## config.mk

```make
export PLATFORM = sky130hd
export DESIGN_NAME = dual_sem_bank
export DESIGN_NICKNAME = d
export VERILOG_FILES = /design/src/rtl/sem_pkg.sv /design/src/rtl/sem_token_cell.sv /design/src/rtl/sem_read_port.sv /design/src/rtl/dual_sem_bank.sv
export SDC_FILE = /design/constraint.sdc
export NUM_CORES = 1
export LEC_CHECK = 0
export BUFFER_PORTS_ARGS = -buffer_cell sky130_fd_sc_hd__buf_2
export CORE_MARGIN = 3
export CORE_UTILIZATION = 45
export CTS_BUF_LIST = sky130_fd_sc_hd__clkbuf_4 sky130_fd_sc_hd__clkbuf_8 sky130_fd_sc_hd__clkbuf_16
export DETAILED_ROUTE_END_ITERATION = 12
export PLACE_DENSITY = 0.66
export SLEW_MARGIN = 10
export SYNTH_ARGS = -nofsm -noshare
export SYNTH_HDL_FRONTEND = slang
export SYNTH_SLANG_ARGS = --single-unit
export TNS_END_PERCENT = 100
```

## constraint.sdc

```tcl
create_clock -name clk -period 3.2 [get_ports clk]
set_input_delay 0.16 -clock clk [delete_from_list [all_inputs] [get_ports clk]]
set_output_delay 0.16 -clock clk [all_outputs]
set_load 0.01 [all_outputs]
```

## src/rtl/sem_pkg.sv

```systemverilog
package sem_pkg;
    typedef enum logic [1:0] {
        TOK_FREE   = 2'd0,
        TOK_HELD_L = 2'd1,
        TOK_HELD_R = 2'd2
    } tok_state_t;
endpackage

```

## src/rtl/sem_token_cell.sv

```systemverilog
module sem_token_cell
    import sem_pkg::*;
(
    input  logic clk,
    input  logic rst,
    input  logic l_wr,
    input  logic l_val,
    input  logic r_wr,
    input  logic r_val,
    output logic own_l,
    output logic own_r
);
    logic       lat_l, lat_r;
    logic       nxt_l, nxt_r;
    tok_state_t state_q, state_d;

    // latch values as they will be after this edge
    assign nxt_l = l_wr ? l_val : lat_l;
    assign nxt_r = r_wr ? r_val : lat_r;

    always_ff @(posedge clk) begin
        if (rst) begin
            lat_l <= 1'b1;
            lat_r <= 1'b1;
        end else begin
            lat_l <= nxt_l;
            lat_r <= nxt_r;
        end
    end

    always_ff @(posedge clk) begin
        if (rst) state_q <= TOK_FREE;
        else     state_q <= state_d;
    end

    always_comb begin
        state_d = state_q;
        unique case (state_q)
            TOK_FREE: begin
                if (!nxt_l)      state_d = TOK_HELD_L;
                else if (!nxt_r) state_d = TOK_HELD_R;
            end
            TOK_HELD_L: begin
                if (nxt_l) state_d = nxt_r ? TOK_FREE : TOK_HELD_R;
            end
            TOK_HELD_R: begin
                if (nxt_r) state_d = nxt_l ? TOK_FREE : TOK_HELD_L;
            end
            default: state_d = TOK_FREE;
        endcase
    end

    always_comb begin
        own_l = (state_q == TOK_HELD_L);
        own_r = (state_q == TOK_HELD_R);
    end
endmodule

```

## src/rtl/sem_read_port.sv

```systemverilog
module sem_read_port #(
    parameter int N_TOK  = 8,
    parameter int AW     = 3,
    parameter int DATA_W = 8
) (
    input  logic              clk,
    input  logic              rst,
    input  logic              rd_en,
    input  logic [AW-1:0]     addr,
    input  logic [N_TOK-1:0]  own_vec,
    output logic [DATA_W-1:0] rdata
);
    always_ff @(posedge clk) begin
        if (rst) begin
            rdata <= DATA_W'(1);
        end else if (rd_en) begin
            rdata <= DATA_W'(!own_vec[addr]);
        end
    end
endmodule

```

## src/rtl/dual_sem_bank.sv

```systemverilog
module dual_sem_bank #(
    parameter int N_TOK  = 8,
    parameter int AW     = $clog2(N_TOK),
    parameter int DATA_W = 8
) (
    input  logic              clk,
    input  logic              rst,
    input  logic              l_cs,
    input  logic              l_we,
    input  logic [AW-1:0]     l_addr,
    input  logic [DATA_W-1:0] l_wdata,
    output logic [DATA_W-1:0] l_rdata,
    input  logic              r_cs,
    input  logic              r_we,
    input  logic [AW-1:0]     r_addr,
    input  logic [DATA_W-1:0] r_wdata,
    output logic [DATA_W-1:0] r_rdata
);
    logic [N_TOK-1:0] own_l_vec;
    logic [N_TOK-1:0] own_r_vec;
    logic             l_wr_any, r_wr_any;

    assign l_wr_any = l_cs && l_we;
    assign r_wr_any = r_cs && r_we;

    for (genvar i = 0; i < N_TOK; i++) begin : g_tok
        sem_token_cell u_cell (
            .clk   (clk),
            .rst   (rst),
            .l_wr  (l_wr_any && (l_addr == AW'(i))),
            .l_val (l_wdata[0]),
            .r_wr  (r_wr_any && (r_addr == AW'(i))),
            .r_val (r_wdata[0]),
            .own_l (own_l_vec[i]),
            .own_r (own_r_vec[i])
        );
    end

    sem_read_port #(.N_TOK(N_TOK), .AW(AW), .DATA_W(DATA_W)) u_rd_l (
        .clk     (clk),
        .rst     (rst),
        .rd_en   (l_cs && !l_we),
        .addr    (l_addr),
        .own_vec (own_l_vec),
        .rdata   (l_rdata)
    );

    sem_read_port #(.N_TOK(N_TOK), .AW(AW), .DATA_W(DATA_W)) u_rd_r (
        .clk     (clk),
        .rst     (rst),
        .rd_en   (r_cs && !r_we),
        .addr    (r_addr),
        .own_vec (own_r_vec),
        .rdata   (r_rdata)
    );
endmodule

```

== Word level (Yosys, flattened, before mapping) ==
Index checks and enable logic that the tools add are counted.

* Order comparisons: 2
* Equality and inequality tests: 54
* Multiplexer cells: 76
* Reductions and logical operators: 42

{| class="wikitable"
|+ Operators by type and width
! kind !! count
|-
| 2-bit 2-to-1 mux || 40
|-
| 2-bit case mux with 3 select lines || 8
|-
| 2-bit inequality test (second input constant) || 16
|-
| 1-bit 2-to-1 mux || 26
|-
| 3-bit equality test (second input constant) || 8
|-
| 3-bit inequality test (second input constant) || 8
|-
| 3-bit AND reduction || 8
|-
| 1-bit logical AND || 20
|-
| 2-bit by 1-bit equality test with 1-bit output (second input constant) || 8
|-
| 2-bit equality test (second input constant) || 8
|-
| 2-bit logical NOT || 8
|-
| 3-bit by 2-bit equality test with 1-bit output (second input constant) || 4
|-
| 3-bit by 4-bit less-than comparator with 1-bit output (second input constant) || 2
|-
| 1-bit binary-select mux with 3-bit select || 2
|-
| 3-bit by 1-bit equality test with 1-bit output (second input constant) || 2
|-
| 3-bit logical NOT || 2
|-
| 1-bit logical NOT || 4
|}

* Flip-flop bits (word level): 34
* Input bits: 28
* Output and inout bits: 16
* Logic and storage cells: 200

== Longest topological paths before layout ==
* Word-level depth: 6
* Gate-level depth with buffers: 5
* Gate-level depth less buffers: 4

== Cells and area by module ==
Synthesis repeated with hierarchy kept, for this count alone.

* Cells, all modules: 174
* Area total of the unflattened synthesis: 1,729.2 um2

{| class="wikitable"
|+ Modules (own cells, without submodules)
! module !! instances !! cells an instance !! area each (um2) !! seq. area each (um2)
|-
| sem_token_cell || 8 || 14 || 157.7 || 80.1
|-
| sem_read_port || 2 || 17 || 156.4 || 20.0
|-
| dual_sem_bank || 1 || 28 || 155.1 || 0.0
|}

== Least setup slack after synthesis ==
No wires, ideal clock.

* Path type: input to register
* Start point: input l_addr[2]
* End point: register g_tok[0].u_cell.lat_l
* Setup time: 0.123 ns
* Arrival time: 1.131 ns
* Required time: 3.077 ns
* Slack: 1.946 ns
* Cell stages on the path: 4
* Path buffers: 0
* Cells stage by stage: nand3b_1 -> nor3_1 -> mux2_2 -> or2_2

* Longest elaborated chain between the ends: 3

{| class="wikitable"
|+ RTL lines
! element !! line !! source
|-
| start, declared || dual_sem_bank.sv:10 || <nowiki>input logic [AW-1:0] l_addr,</nowiki>
|-
| 3-bit logical NOT || dual_sem_bank.sv:30 || <nowiki>.l_wr (l_wr_any && (l_addr == AW'(i))),</nowiki>
|-
| 1-bit logical AND || dual_sem_bank.sv:30 ||
|-
| 1-bit 2-to-1 mux || sem_token_cell.sv:18 || <nowiki>assign nxt_l = l_wr ? l_val : lat_l;</nowiki>
|-
| end signal, assigned || sem_token_cell.sv:26 || <nowiki>lat_l <= nxt_l;</nowiki>
|-
| end, declared || sem_token_cell.sv:13 || <nowiki>logic lat_l, lat_r;</nowiki>
|}

Every way passes these cells.
A chain may end at the register's enable or synchronous reset.

== Final worst setup path ==
* Start point: register g_tok[0].u_cell.state_q[1]
* End point: register u_rd_r.rdata[0]

* Longest elaborated chain between the ends: 4

{| class="wikitable"
|+ RTL lines
! element !! line !! source
|-
| start, declared || sem_token_cell.sv:15 || <nowiki>tok_state_t state_q, state_d;</nowiki>
|-
| start signal, assigned || sem_token_cell.sv:33 || <nowiki>else state_q <= state_d;</nowiki>
|-
| 2-bit equality test || sem_token_cell.sv:55 || <nowiki>own_r = (state_q == TOK_HELD_R);</nowiki>
|-
| 1-bit binary-select mux with 3-bit select || sem_read_port.sv:17 || <nowiki>rdata <= DATA_W'(!own_vec[addr]);</nowiki>
|-
| 1-bit 2-to-1 mux (not written as such) || sem_read_port.sv:17 ||
|-
| 1-bit logical NOT || sem_read_port.sv:17 ||
|-
| end signal, assigned || sem_read_port.sv:17 ||
|-
| end, declared || sem_read_port.sv:11 || <nowiki>output logic [DATA_W-1:0] rdata</nowiki>
|}

Every way passes these cells. The select of a mux whose other input is x is not followed.

==> results.cfg <==
[run_status]
status = finished, final reports clean

[global_route]
antenna_found_initial = 0
grt_pass1_vias = 1426
grt_max_degree = 35
grt_usage_pct = 16.07
grt_pass1_wl_um = 6361
grt-ovfl-total = 0

[clocking]
numCtsBuffers = 5
postCtsResizedCells = 0
clk_path_buf_depth = 2
cts_hold_buf = 0
insertion_delay_ns = 0.28
cts_setup_buffers = 0
clkSinkCount = 34
htree_num_levels = 2
clk_pin_slew_worst_paths_ns = 0.07
ctsRootBufferMaster = clkbuf_8
cts_tree = done

[placed_design]
dpl.hpwl_um = 2821
gp_congestion = 0.7375
io_buffers = 15
placed_area_um2 = 1872

[setup_path]
endpoint_kind = flip-flop
rr_startpoint = g_tok[0].u_cell.state_q[1]
required_ns = 3.36
startpoint = g_tok[0].u_cell.state_q[1]
crit_path_end = u_rd_r.rdata[0]
start_kind = flip-flop
critPathKind = reg2reg
worstRegToRegCells = 4
crit_fanout = 5
r2r-end = u_rd_r.rdata[0]
crit_arrival_ns = 1.53
reg2reg_slack_ns = 1.84

[detailed_routing]
wl_per_cell_um = 15.18
via_per_inst = 5.694
ant_nets = 0
dr.first_iter.drc_count = 52
dr_total_vias = 1435
first_pass_iters = 4
drc_errors = 0
wl_um = 3826

[layout]
area.growth.synth_to_final_pct = 6.216
diodes = 0
final_cell_area_um2 = 1967
final_nets = 231
drive_gt1_share_pct = 22.55
postLayoutCoreUtil_pct = 51.78

[floorplanning]
start_util_pct = 48.75
core-area_um2 = 3799
dieArea_um2 = 4921
io_pins = 44
die_y_um = 70.15
die_w_um = 70.15
rows = 22

[power]
clkPwrFrac_pct = 38.8
seqPwrFrac_pct = 51.2
p_int_uw = 641.5
comb_power_share_pct = 10.1
switching_power_uw = 206.3
vdd_drop_max_mv = 0.1814
power-per-cell-area_nw_per_um2 = 431.0
switching_share_pct = 24.33
p_leak_uw = 0.0007522

[logic_synthesis]
yosys_warnings = 0
synth_area_leader_cell = dfxtp_1
seq_area_frac_synth_pct = 36.76
synth_edf_count = 0
synth_area_leaders = dfxtp_1, buf_4, mux2_2
netlist_area_um2 = 1852
avgSynthCellArea_um2 = 9.746
synth_flop_cell = dfxtp_1
synth_common_cells = dfxtp_1, buf_4, nand2b_1, nor2_1, a311oi_1
ys_seq_elements = 34
yosysMostFrequentCell = dfxtp_1
synthCells = 190
async_reset_ff_share_pct = 0
yosysUniqueCellTypes = 38
synth_top_area_share_pct = 36.76

[timing]
fin_crit_ns = 1.364
slew_headroom_pct = 62.58
timing.fmax_ghz = 0.7332
slew_violations = 0
hold_ws_ns = 0.2034
setup-violations-final = 0
min_period_over_period_pct = 42.62
fin_setup_tns_ns = 0
worstMarginPinSlew_ns = 0.5613
rsz0062_at_grt = false
fin_skew_ns = 0.004951
hold_viol = 0

[min_path]
hp-class = in2reg

[run]
max_cap_viol_count = 0
[cell usage in the layout, fill, tap and decap left out, types with 2 or more instances in the layout]
| master | netlist | routed |
|---|---|---|
| inv_1 | 8 | 8 |
| buf_2 | 1 | 15 |
| a311oi_2 | 3 | 3 |
| nand2b_1 | 11 | 11 |
| o211ai_1 | 5 | 5 |
| conb_1 | 1 | 14 |
| a311oi_1 | 9 | 9 |
| nand3b_1 | 7 | 7 |
| nor2_1 | 11 | 11 |
| o311a_1 | 3 | 3 |
| dfxtp_1 | 34 | 34 |
| or2_2 | 4 | 4 |
| or3b_1 | 3 | 3 |
| nand3_1 | 6 | 6 |
| nor3_2 | 2 | 2 |
| o211a_1 | 8 | 8 |
| o21bai_1 | 2 | 2 |
| clkbuf_8 | 0 | 6 |
| a21oi_1 | 8 | 8 |
| nor2b_1 | 2 | 2 |
| or2_1 | 4 | 4 |
| nor3_1 | 2 | 2 |
| o32ai_1 | 2 | 2 |
| mux2i_1 | 8 | 8 |
| mux2_2 | 8 | 8 |
| nor3b_1 | 5 | 5 |
| nand2b_4 | 2 | 2 |
| nand2_1 | 3 | 3 |
[metal layers]
layer / routed length (um) / share of wire [%] / vias to the layer above / global-route usage (%)
li1: - / - / 695 / -
met1: 1734 / 45 / 688 / 19.65
met2: 1770 / 46 / 44 / 25.50
met3: 247 / 6.5 / 8 / 4.317
met4: 75 / 2.0 / 0 / 8.723
met5: 0 / 0 / - / 0
[flip-flops by register name (all words and copies together) (netlist names)]
name                  cells
u_rd_r.rdata              1
g_tok.u_cell.lat_l        8
u_rd_l.rdata              1
g_tok.u_cell.state_q     16
g_tok.u_cell.lat_r        8
[through the flow]
| stage | std cells | setup slack [ns] | power [uW] |
|---|---|---|---|
| after floorplan | 203 | 1.946 | 516.3 |
| after CTS | 252 | 1.827 | 854.6 |
| after global routing | 252 | 1.659 | 888.9 |
| after detailed placement | 244 | 1.737 | 528.0 |
| final | 252 | 1.836 | 847.8 |
| after global placement | 244 | 1.750 | 524.3 |
[worst min-delay path by stage]
stage	startpoint	endpoint	slack, ns	depth (start not counted)
3_5_place_dp	l_addr[2]	u_rd_l.rdata[0]	0.49	3
3_3_place_gp	l_addr[2]	u_rd_l.rdata[0]	0.46	3
5_1_grt	l_addr[2]	u_rd_l.rdata[0]	0.21	3
2_1_floorplan	r_wdata[0]	g_tok[0].u_cell.lat_r	0.31	2
4_1_cts	l_addr[2]	u_rd_l.rdata[0]	0.19	3
6_report	l_addr[2]	u_rd_l.rdata[0]	0.20	3
[logic make-up (layout without fill, tap and decap cells)]
logic type / Yosys count / count (layout) / share of synthesized area (%)
and+or+nand+nor: 67 / 67 / 23.99
buffers and inverters: 30 / 31 / 10.47
AOI/OAI and AO/OA: 42 / 42 / 19.39
other: 1 / 14 / 0.2025
DFF: 34 / 34 / 36.76
muxes: 16 / 16 / 9.190
[worst max-delay path, cell delays in order, from the launching register on]
cell       delay [ns]
dfxtp_1          0.41
nor3b_1          0.22
a311oi_1         0.08
a2111oi_0        0.43
o21bai_1         0.10
[power groups by stage]
stage          logic [uW]  registers (uW)  clock network (uW)
2_1_floorplan        73.9             442                   0
3_3_place_gp         81.7             443                   0
3_5_place_dp         84.9             443                   0
4_1_cts              85.0             433                 336
5_1_grt              93.5             434                 361
6_report             85.5             434                 329
[final cells by class]
class | instances | area, um^2
clock buffer | 7 | 90.09
multi-input combinational | 139 | 1026
timing repair buffer | 15 | 75.07
sequential | 34 | 680.7
tap | 48 | 60.06
inverter | 8 | 30.03
fill | 374 | 1832
clock inverter | 1 | 5.005
No activity file was read; power rests on OpenSTA's default activity.
